## src/rtl/eirq_pkg.sv

```systemverilog
package eirq_pkg;
    // register addresses that software decodes
    localparam logic [6:0] ADDR_RISE_EN = 7'h5E;
    localparam logic [6:0] ADDR_FALL_EN = 7'h60;
    localparam logic [6:0] ADDR_STATUS  = 7'h62;

    // status and enable bit positions
    localparam int BIT_ADC = 11;
    localparam int BIT_PEN = 12;

    // source vector ordering for the edge detector
    localparam int SRC_ADC = 0;
    localparam int SRC_PEN = 1;
    localparam int NUM_SRC = 2;

    typedef enum logic {
        CLR_OPEN = 1'b0,
        CLR_HOLD = 1'b1
    } clr_state_e;
endpackage

```

## src/rtl/eirq_edge.sv

```systemverilog
module eirq_edge #(
    parameter int NSRC   = 2,
    parameter int STAGES = 2
) (
    input  logic            clk,
    input  logic            rst_n,
    input  logic [NSRC-1:0] src,
    output logic [NSRC-1:0] rise,
    output logic [NSRC-1:0] fall
);
    // STAGES synchronizer flops plus one history flop per source
    for (genvar g = 0; g < NSRC; g++) begin : g_src
        logic [STAGES:0] shift_q;

        always_ff @(posedge clk or negedge rst_n) begin
            if (!rst_n) shift_q <= '0;
            else        shift_q <= {shift_q[STAGES-1:0], src[g]};
        end

        assign rise[g] =  shift_q[STAGES-1] & ~shift_q[STAGES];
        assign fall[g] = ~shift_q[STAGES-1] &  shift_q[STAGES];
    end
endmodule

```

## src/rtl/eirq_clr_seq.sv

```systemverilog
module eirq_clr_seq
    import eirq_pkg::*;
#(
    parameter int DATA_W = 16
) (
    input  logic              clk,
    input  logic              rst_n,
    input  logic              wr_status,
    input  logic [DATA_W-1:0] wdata,
    output logic [DATA_W-1:0] clr_mask
);
    clr_state_e        state_q, state_d;
    logic [DATA_W-1:0] mask_q;

    always_comb begin
        state_d = state_q;
        unique case (state_q)
            CLR_OPEN: if (wr_status && (wdata != '0)) state_d = CLR_HOLD;
            CLR_HOLD: if (wr_status && (wdata == '0)) state_d = CLR_OPEN;
        endcase
    end

    always_ff @(posedge clk or negedge rst_n) begin
        if (!rst_n) state_q <= CLR_OPEN;
        else        state_q <= state_d;
    end

    always_ff @(posedge clk or negedge rst_n) begin
        if (!rst_n)         mask_q <= '0;
        else if (wr_status) mask_q <= wdata;
    end

    always_comb begin
        unique case (state_q)
            CLR_OPEN: clr_mask = '0;
            CLR_HOLD: clr_mask = mask_q;
        endcase
    end


    hold_mask_chk: assert property (@(posedge clk) disable iff (!rst_n)
        (state_q == CLR_HOLD) |-> (mask_q != '0));
endmodule

```

## src/rtl/edge_irq_unit.sv

```systemverilog
module edge_irq_unit
    import eirq_pkg::*;
#(
    parameter int DATA_W      = 16,
    parameter int ADDR_W      = 7,
    parameter int SYNC_STAGES = 2
) (
    input  logic              clk,
    input  logic              rst_n,
    input  logic [ADDR_W-1:0] bus_addr,
    input  logic              bus_we,
    input  logic [DATA_W-1:0] bus_wdata,
    output logic [DATA_W-1:0] bus_rdata,
    input  logic              pen_level,
    input  logic              adc_done,
    output logic              irq
);
    localparam logic [DATA_W-1:0] IMPL_MASK =
        (DATA_W'(1) << BIT_ADC) | (DATA_W'(1) << BIT_PEN);

    logic [NUM_SRC-1:0] src, rise, fall;
    logic [DATA_W-1:0]  rise_en_q, fall_en_q, status_q, set_vec, clr_mask;
    logic               irq_q;
    logic               sel_rise, sel_fall, sel_stat;

    assign src[SRC_ADC] = adc_done;
    assign src[SRC_PEN] = pen_level;

    assign sel_rise = (bus_addr == ADDR_W'(ADDR_RISE_EN));
    assign sel_fall = (bus_addr == ADDR_W'(ADDR_FALL_EN));
    assign sel_stat = (bus_addr == ADDR_W'(ADDR_STATUS));

    eirq_edge #(.NSRC(NUM_SRC), .STAGES(SYNC_STAGES)) u_edge (
        .clk  (clk),
        .rst_n(rst_n),
        .src  (src),
        .rise (rise),
        .fall (fall)
    );

    eirq_clr_seq #(.DATA_W(DATA_W)) u_clr (
        .clk      (clk),
        .rst_n    (rst_n),
        .wr_status(bus_we && sel_stat),
        .wdata    (bus_wdata),
        .clr_mask (clr_mask)
    );

    always_ff @(posedge clk or negedge rst_n) begin
        if (!rst_n) begin
            rise_en_q <= '0;
            fall_en_q <= '0;
        end else if (bus_we) begin
            if (sel_rise) rise_en_q <= bus_wdata & IMPL_MASK;
            if (sel_fall) fall_en_q <= bus_wdata & IMPL_MASK;
        end
    end

    always_comb begin
        set_vec          = '0;
        set_vec[BIT_ADC] = (rise[SRC_ADC] & rise_en_q[BIT_ADC]) |
                           (fall[SRC_ADC] & fall_en_q[BIT_ADC]);
        set_vec[BIT_PEN] = (rise[SRC_PEN] & rise_en_q[BIT_PEN]) |
                           (fall[SRC_PEN] & fall_en_q[BIT_PEN]);
    end

    always_ff @(posedge clk or negedge rst_n) begin
        if (!rst_n) begin
            status_q <= '0;
            irq_q    <= 1'b0;
        end else begin
            status_q <= (status_q | set_vec) & ~clr_mask & IMPL_MASK;
            irq_q    <= |status_q;
        end
    end

    assign irq = irq_q;

    always_comb begin
        if      (sel_rise) bus_rdata = rise_en_q;
        else if (sel_fall) bus_rdata = fall_en_q;
        else if (sel_stat) bus_rdata = status_q;
        else               bus_rdata = '0;
    end


    held_clear_chk: assert property (@(posedge clk) disable iff (!rst_n)
        (clr_mask != '0) |=> ((status_q & $past(clr_mask)) == '0));


    irq_follow_chk: assert property (@(posedge clk) disable iff (!rst_n)
        rst_n |=> (irq_q == (|$past(status_q))));


    adc_origin_chk: assert property (@(posedge clk) disable iff (!rst_n)
        $rose(status_q[BIT_ADC]) |->
            $past((rise[SRC_ADC] & rise_en_q[BIT_ADC]) | (fall[SRC_ADC] & fall_en_q[BIT_ADC])));


    pen_origin_chk: assert property (@(posedge clk) disable iff (!rst_n)
        $rose(status_q[BIT_PEN]) |->
            $past((rise[SRC_PEN] & rise_en_q[BIT_PEN]) | (fall[SRC_PEN] & fall_en_q[BIT_PEN])));
endmodule

```

## config.mk

```make
export PLATFORM = sky130hd
export DESIGN_NAME = edge_irq_unit
export DESIGN_NICKNAME = d
export VERILOG_FILES = /design/src/rtl/eirq_pkg.sv /design/src/rtl/eirq_edge.sv /design/src/rtl/eirq_clr_seq.sv /design/src/rtl/edge_irq_unit.sv
export SDC_FILE = /design/constraint.sdc
export NUM_CORES = 1
export LEC_CHECK = 0
export ABC_AREA = 1
export BUFFER_PORTS_ARGS = -buffer_cell sky130_fd_sc_hd__buf_4
export CAP_MARGIN = 20
export CORE_MARGIN = 2
export CORE_UTILIZATION = 30
export DETAILED_ROUTE_END_ITERATION = 10
export PLACE_DENSITY = 0.57
export SETUP_SLACK_MARGIN = 0.2
export SKIP_LAST_GASP = 1
export SYNTH_ARGS = -nofsm -noshare
export SYNTH_HDL_FRONTEND = slang
export SYNTH_SLANG_ARGS = --single-unit
```

## constraint.sdc

```tcl
create_clock -name clk -period 0.9 [get_ports clk]
set_input_delay 0.045 -clock clk [delete_from_list [all_inputs] [get_ports clk]]
set_output_delay 0.045 -clock clk [all_outputs]
set_load 0.005 [all_outputs]
```

==> run metrics, run 1 <==
Initial DRC Count=10; htree depth=1; post-detail-place hpwl=1520 µm; Period minus WS final=1.06 ns; pwr dens=1450 nW/µm²; CP arrival=1.02 ns; vias in the first global route=800; Starting Density=0.322; global-route wire length before repair=3310 µm; Final Util=0.446; endpoints failing setup=5; Max VDD drop=1.24 mV; mux share of post-synthesis cell area=0; final max-slew violation count=0; CTS Sinks=16; Synth Area in Simple Gates=0.368; Cell Int Power=1.35 mW; Leak=0.657 nW; Post-DP Area=1120 µm²; routability cong.=0.850; Layout Area Growth over Synthesis=38.8%; Crit Path Max Fanout=2; clock share of power=0.257; Worst Min Path Start=bus_wdata[11]; Bufs on Longest Clock Path=2; largest net degree at the start of global routing=17; total track usage=0.126; clk_skew=0.00750 ns; Synth Area in Adders=0; row cnt=19; Final nets=188; final wirelength=1930 µm; antenna cells=0; Synth Area in XOR/XNOR=0; fin area=1250 µm²; RR Startpoint=rise_en_q[11]; CP startpoint=rise_en_q[11]; Fillers=286; RSZ-0062 raised after global routing=true; # DRC=1; sequential power share=0.490; die area=3460 µm²; startpoint types=flop; sw frac=0.257; PnR worst setup slack=-0.163 ns; clock root buffer=clkbuf_4; Post-Synthesis Cells=115; CP bufs+invs=1; synth unique cells=16; Syn. warnings=0; Die Y=58.8 µm; core area=2810 µm²; wire length per cell=10.2 µm; cell family with the largest share of critical-path delay=flip-flops; initial antenna violation count=0; worst-path cell chain=nand4_1 -> nand3_1 -> buf_4; Skew-Pair Late Insertion Delay=0.28 ns; Yosys top cell by area=dfrtp_1; critical path's largest stage delay=0.40 ns; vias per cell=4.43; CTS Buf Count=3; Cell Count, Final, Fillers Out=190; vias post-DR=842; ranking of synthesized cells by area=dfrtp_1 44%, buf_4 12%, nand2_1 12%, nor2_1 6.7%, nand4_1 4.9%; Setup CP Type=reg2out; Hold Path Class=in2reg; overflow left after global routing=0; Final Hold Fails=0; fraction of layout cells with a size suffix above 1=0.321; Horiz. Die Dim=58.8 µm; CTS tree=built; failing checks=DRC, setup timing; Yosys reg bits=16; MaxCap Viol Count=0; Psw=0.467 mW; Clk pin slew, worst setup/hold paths=0.10 ns; Max Clk Rate=941 MHz; Logic pwr share=0.254; endpoint type of the worst setup path=primary output; final worst path period share=1.18; Worst EP required=0.85 ns; CP max stage cell=dfrtp_1; status=finished with violations; share of the synthesized area in the top cell type=0.444; Synth Area per Inst=7.84 µm²; 1st-pass router iterations=7; PortBufs=30; Compound-Gate Fraction of Synth Area=0.0222; Inst Count DP=176; sequential area share after synthesis=0.444; largest family of logic cells by synthesized area=simple AND/OR/NAND/NOR gates; Place WS=0.00720 ns; post-route ant nets=0; synthesized area=902 µm²; io pins=45
## power groups by stage
| stage | sequential (mW) | clock, mW | combinational (mW) |
|---|---|---|---|
| 6_report | 0.888 | 0.466 | 0.460 |
| 4_1_cts | 0.891 | 0.475 | 0.402 |
| 3_5_place_dp | 0.912 | 0 | 0.321 |
| 5_1_grt | 0.902 | 0.542 | 0.507 |
| 3_3_place_gp | 0.910 | 0 | 0.315 |
| 2_1_floorplan | 0.892 | 0 | 0.196 |
## final timing paths
check / endpoint / slack [ns] / cells past startpoint
min in group asynchronous: asynchronous set/reset pin / 0.13 / 2
max: bus_rdata[11] / -0.16 / 3
min reg2reg: u_edge.g_src[0].shift_q[1] / 0.35 / 0
max reg2reg: status_q[11] / -0.15 / 6
max in group asynchronous: rise_en_q[12] / 0.58 / 2
min: fall_en_q[11] / 0.02 / 3
## sequential cells by signal, summed over array words and instances, names as in the netlist, named ones only
name                  count
u_edge.g_src.shift_q      6
fall_en_q                 2
rise_en_q                 2
status_q                  2
u_clr.mask_q              2
irq                       1
## per-layer routing
metal  wire length (µm)  GRT usage
met1                811      0.149
met2                961      0.216
met3                131     0.0418
met4                 28     0.0357
met5                  0          0
## worst register-to-register path, stage by stage (launching register included)
cell,delay (ns)
dfrtp_1,0.40
buf_4,0.14
buf_6,0.11
nand3b_1,0.07
o21ai_1,0.07
o21ai_1,0.11
inv_1,0.05
## cell usage in the layout, fill, tap and decap left out
cell / count
dfrtp_1: 16
clkbuf_8: 1
or2_4: 1
dlygate4sd3_1: 3
conb_1: 14
nand3_1: 8
o21ai_1: 4
nand2_1: 29
buf_6: 3
nand2_2: 2
nor2_1: 16
and2b_2: 1
clkbuf_4: 3
nand3_2: 1
buf_4: 36
nand4_1: 7
nor2_4: 2
nor2_2: 1
inv_1: 9
nand3b_1: 2
## cells by family (layout without fill, tap and decap cells)
group,count (synthesis),count (layout)
and+or+nand+nor,70,70
buffers and inverters,24,55
DFF,16,16
AOI/OAI and AO/OA,4,4
other,1,14
## Yosys cell counts
master	number
conb_1	1
nand4_1	7
nand2_2	1
and2b_2	1
dfrtp_1	16
nor2_2	1
nand3b_1	2
o21ai_0	4
nor2_1	16
nand3_2	1
nor2_4	2
nand3_1	8
inv_1	9
buf_4	15
or2_2	1
nand2_1	30
## timing repair
| item | CTS | global route |
|---|---|---|
| gates resized for setup | 1 | 3 |
| setup buffers | 3 | 4 |
| setup endpoints to repair | 6 | 8 |
| pin swaps | 4 | 1 |
| hold buffers | 3 | 0 |
| endpoints found under the hold margin | 18 | 0 |
## stage by stage
| step | setup TNS (ns) | total power, mW | hold WS [ns] |
|---|---|---|---|
| after floorplan | 0 | 1.09 | -0.251 |
| after global placement | 0 | 1.23 | -0.0899 |
| after detailed placement | 0 | 1.23 | -0.0891 |
| after CTS | -0.368 | 1.77 | 0.0187 |
| after global routing | -0.908 | 1.95 | 0.00482 |
| final | -0.629 | 1.81 | 0.0248 |
## area by class of cell
cell class	instances	area, µm²	share of cell area
multi-input cells	88	409	0.327
flip-flops and latches	16	400	0.320
repair buffers	42	334	0.267
well taps	31	38.8	0.0310
clock buffers	4	36.3	0.0290
inverters	9	33.8	0.0270
Power figures use the tool's default switching activity.
==> run 2, diff against run 1 <==
--- a/config.mk
+++ b/config.mk
@@ -12,6 +12,7 @@
 export CORE_UTILIZATION = 30
 export DETAILED_ROUTE_END_ITERATION = 10
 export PLACE_DENSITY = 0.57
+export RECOVER_POWER = 25
 export SETUP_SLACK_MARGIN = 0.2
 export SKIP_LAST_GASP = 1
 export SYNTH_ARGS = -nofsm -noshare
==> run 2 against run 1 <==
Compared with the run above:
- the flow still finishes with violations (DRC, setup timing)
- count of clock-buffer cells in the layout stayed put
- wire length is the same
- design area down 0.20%
- sequential power about the same
- highest routed layer unchanged
- non-clock buffer count unchanged
- utilization shrank 0.089 points
- clock skew hardly changed
- via count unchanged
- critical path type unchanged
- register-to-register slack hardly changed
- first-iteration DRC count did not move
- sequential share of layout area grew 0.064 points
- largest power group unchanged
- total power is essentially flat
==> run metrics, run 2 (synthesized netlist as in run 1, its figures left out) <==
status=finished with violations; failing checks=DRC, setup timing; endpoint type of the worst setup path=primary output; Worst EP required=0.85 ns; post-route ant nets=0; Initial DRC Count=10; 1st-pass router iterations=7; endpoints failing setup=5; Hold Path Class=in2reg; Cell Count, Final, Fillers Out=190; reg2reg path depth=6; clock root buffer=clkbuf_4; Final nets=188; leading cell types in the layout, fill and taps excluded=35 x buf_4, 29 x nand2_1, 16 x nor2_1, 16 x dfrtp_1, 14 x conb_1; Setup CP Type=reg2out; Horiz. Die Dim=58.8 µm; Clk pin slew, worst setup/hold paths=0.10 ns; io pins=45; pwr dens=1450 nW/µm²; CP arrival=1.02 ns; final worst path period share=1.18; clock share of power=0.257; Psw=0.467 mW; Layout Area Growth over Synthesis=38.6%; die area=3460 µm²; Max Clk Rate=941 MHz; htree depth=1; final wirelength=1930 µm; core area=2810 µm²; routability cong.=0.850; wire length per cell=10.2 µm; Logic pwr share=0.253; clk_skew=0.00750 ns; FF/Latch Area=400 µm²; Worst Min Path Start=bus_wdata[11]; vias in the first global route=800; vias per cell=4.43; MaxCap Viol Count=0; Top reg by flops=u_edge.g_src.shift_q; final max-slew violation count=0; CTS tree=built; RR Endpoint=status_q[11]; multi-input logic area=409 µm²; Fillers=287; Die Y=58.8 µm; CTS Sinks=16; RR Startpoint=rise_en_q[11]; CTS Buf Count=3; post-detail-place hpwl=1520 µm; Max VDD drop=1.22 mV; vias post-DR=842; Cell Int Power=1.35 mW; Starting Density=0.322; Fin Hold WS=0.0248 ns; row cnt=19; sw frac=0.257; RSZ-0062 raised after global routing=true; global-route wire length before repair=3310 µm; Leak=0.656 nW; # DRC=1; initial antenna violation count=0; Period minus WS final=1.06 ns; number of flip-flops under the largest register name=6; Bufs on Longest Clock Path=2; flop-to-flop setup slack=-0.15 ns; most common cell after layout, fill and taps aside=buf_4; antenna cells=0; overflow left after global routing=0; startpoint types=flop; fraction of layout cells with a size suffix above 1=0.321; total track usage=0.126; Crit Path Max Fanout=2; Final Hold Fails=0; largest net degree at the start of global routing=17; sequential power share=0.490; PortBufs=30; Inst Count DP=176; hold path depth=3; PnR worst setup slack=-0.163 ns; Skew-Pair Late Insertion Delay=0.28 ns; WHS Endpoint=fall_en_q[11]
## run 2: cell types whose count changed in the layout (fill, tap and decap cells not counted)
cell      change
clkbuf_2      +1
buf_4         -1
## run 2: layer usage
layer	up-vias	part of all wire	global-route usage	routed length, µm
met4	0	0.014	0.0357	28
met1	373	0.42	0.149	810
met5	-	0	0	0
li1	425	-	-	-
met3	4	0.068	0.0418	131
met2	40	0.50	0.216	961
## run 2: how the worst max path moves through the flow
stage                                from       endpoint  slack [ns]  depth (start not counted)
2_1_floorplan  u_edge.g_src[0].shift_q[1]   status_q[11]        0.14                          4
3_3_place_gp                  bus_addr[2]  bus_rdata[12]        0.02                          7
3_5_place_dp                  bus_addr[2]  bus_rdata[12]       0.007                          7
4_1_cts                     rise_en_q[11]  bus_rdata[11]       -0.16                          3
5_1_grt                      status_q[11]  bus_rdata[11]       -0.23                          3
6_report                    rise_en_q[11]  bus_rdata[11]       -0.16                          3
## run 2: worst max-delay path: stages (launching register included)
cell and delay (ns):
dfrtp_1 0.40, nand4_1 0.10, nand3_1 0.09, buf_4 0.15
## run 2: final cells by class
| type | instances | area share |
|---|---|---|
| Multi-Input combinational cell | 88 | 0.327 |
| Sequential cell | 16 | 0.320 |
| Clock buffer | 4 | 0.0290 |
| Tap cell | 31 | 0.0310 |
| Inverter | 9 | 0.0270 |
| Timing Repair Buffer | 42 | 0.265 |
## run 2: timing repair
item	in CTS	in global routing
resized for setup	1	3
pin swaps	4	1
endpoints found under the hold margin	18	0
endpoints found under the setup margin	6	8
buffers inserted	3	4
cloned	0	0
hold buffers	3	0
## run 2: power groups by stage
stage | Combinational [mW] | Clock (mW) | Sequential [mW]
4_1_cts | 0.402 | 0.475 | 0.891
5_1_grt | 0.506 | 0.542 | 0.902
3_5_place_dp | 0.321 | 0 | 0.912
2_1_floorplan | 0.196 | 0 | 0.892
3_3_place_gp | 0.315 | 0 | 0.910
6_report | 0.459 | 0.466 | 0.888
## run 2: metrics by stage
stage	worst slack [ns]	total power [mW]	TNS [ns]	util	instance area, µm²
3_5_place_dp	0.00720	1.23	0	0.399	1120
6_report	-0.163	1.81	-0.629	0.446	1250
3_3_place_gp	0.0195	1.23	0	0.399	1120
4_1_cts	-0.160	1.77	-0.368	0.432	1210
2_1_floorplan	0.135	1.09	0	-	953
5_1_grt	-0.228	1.95	-0.908	0.446	1250
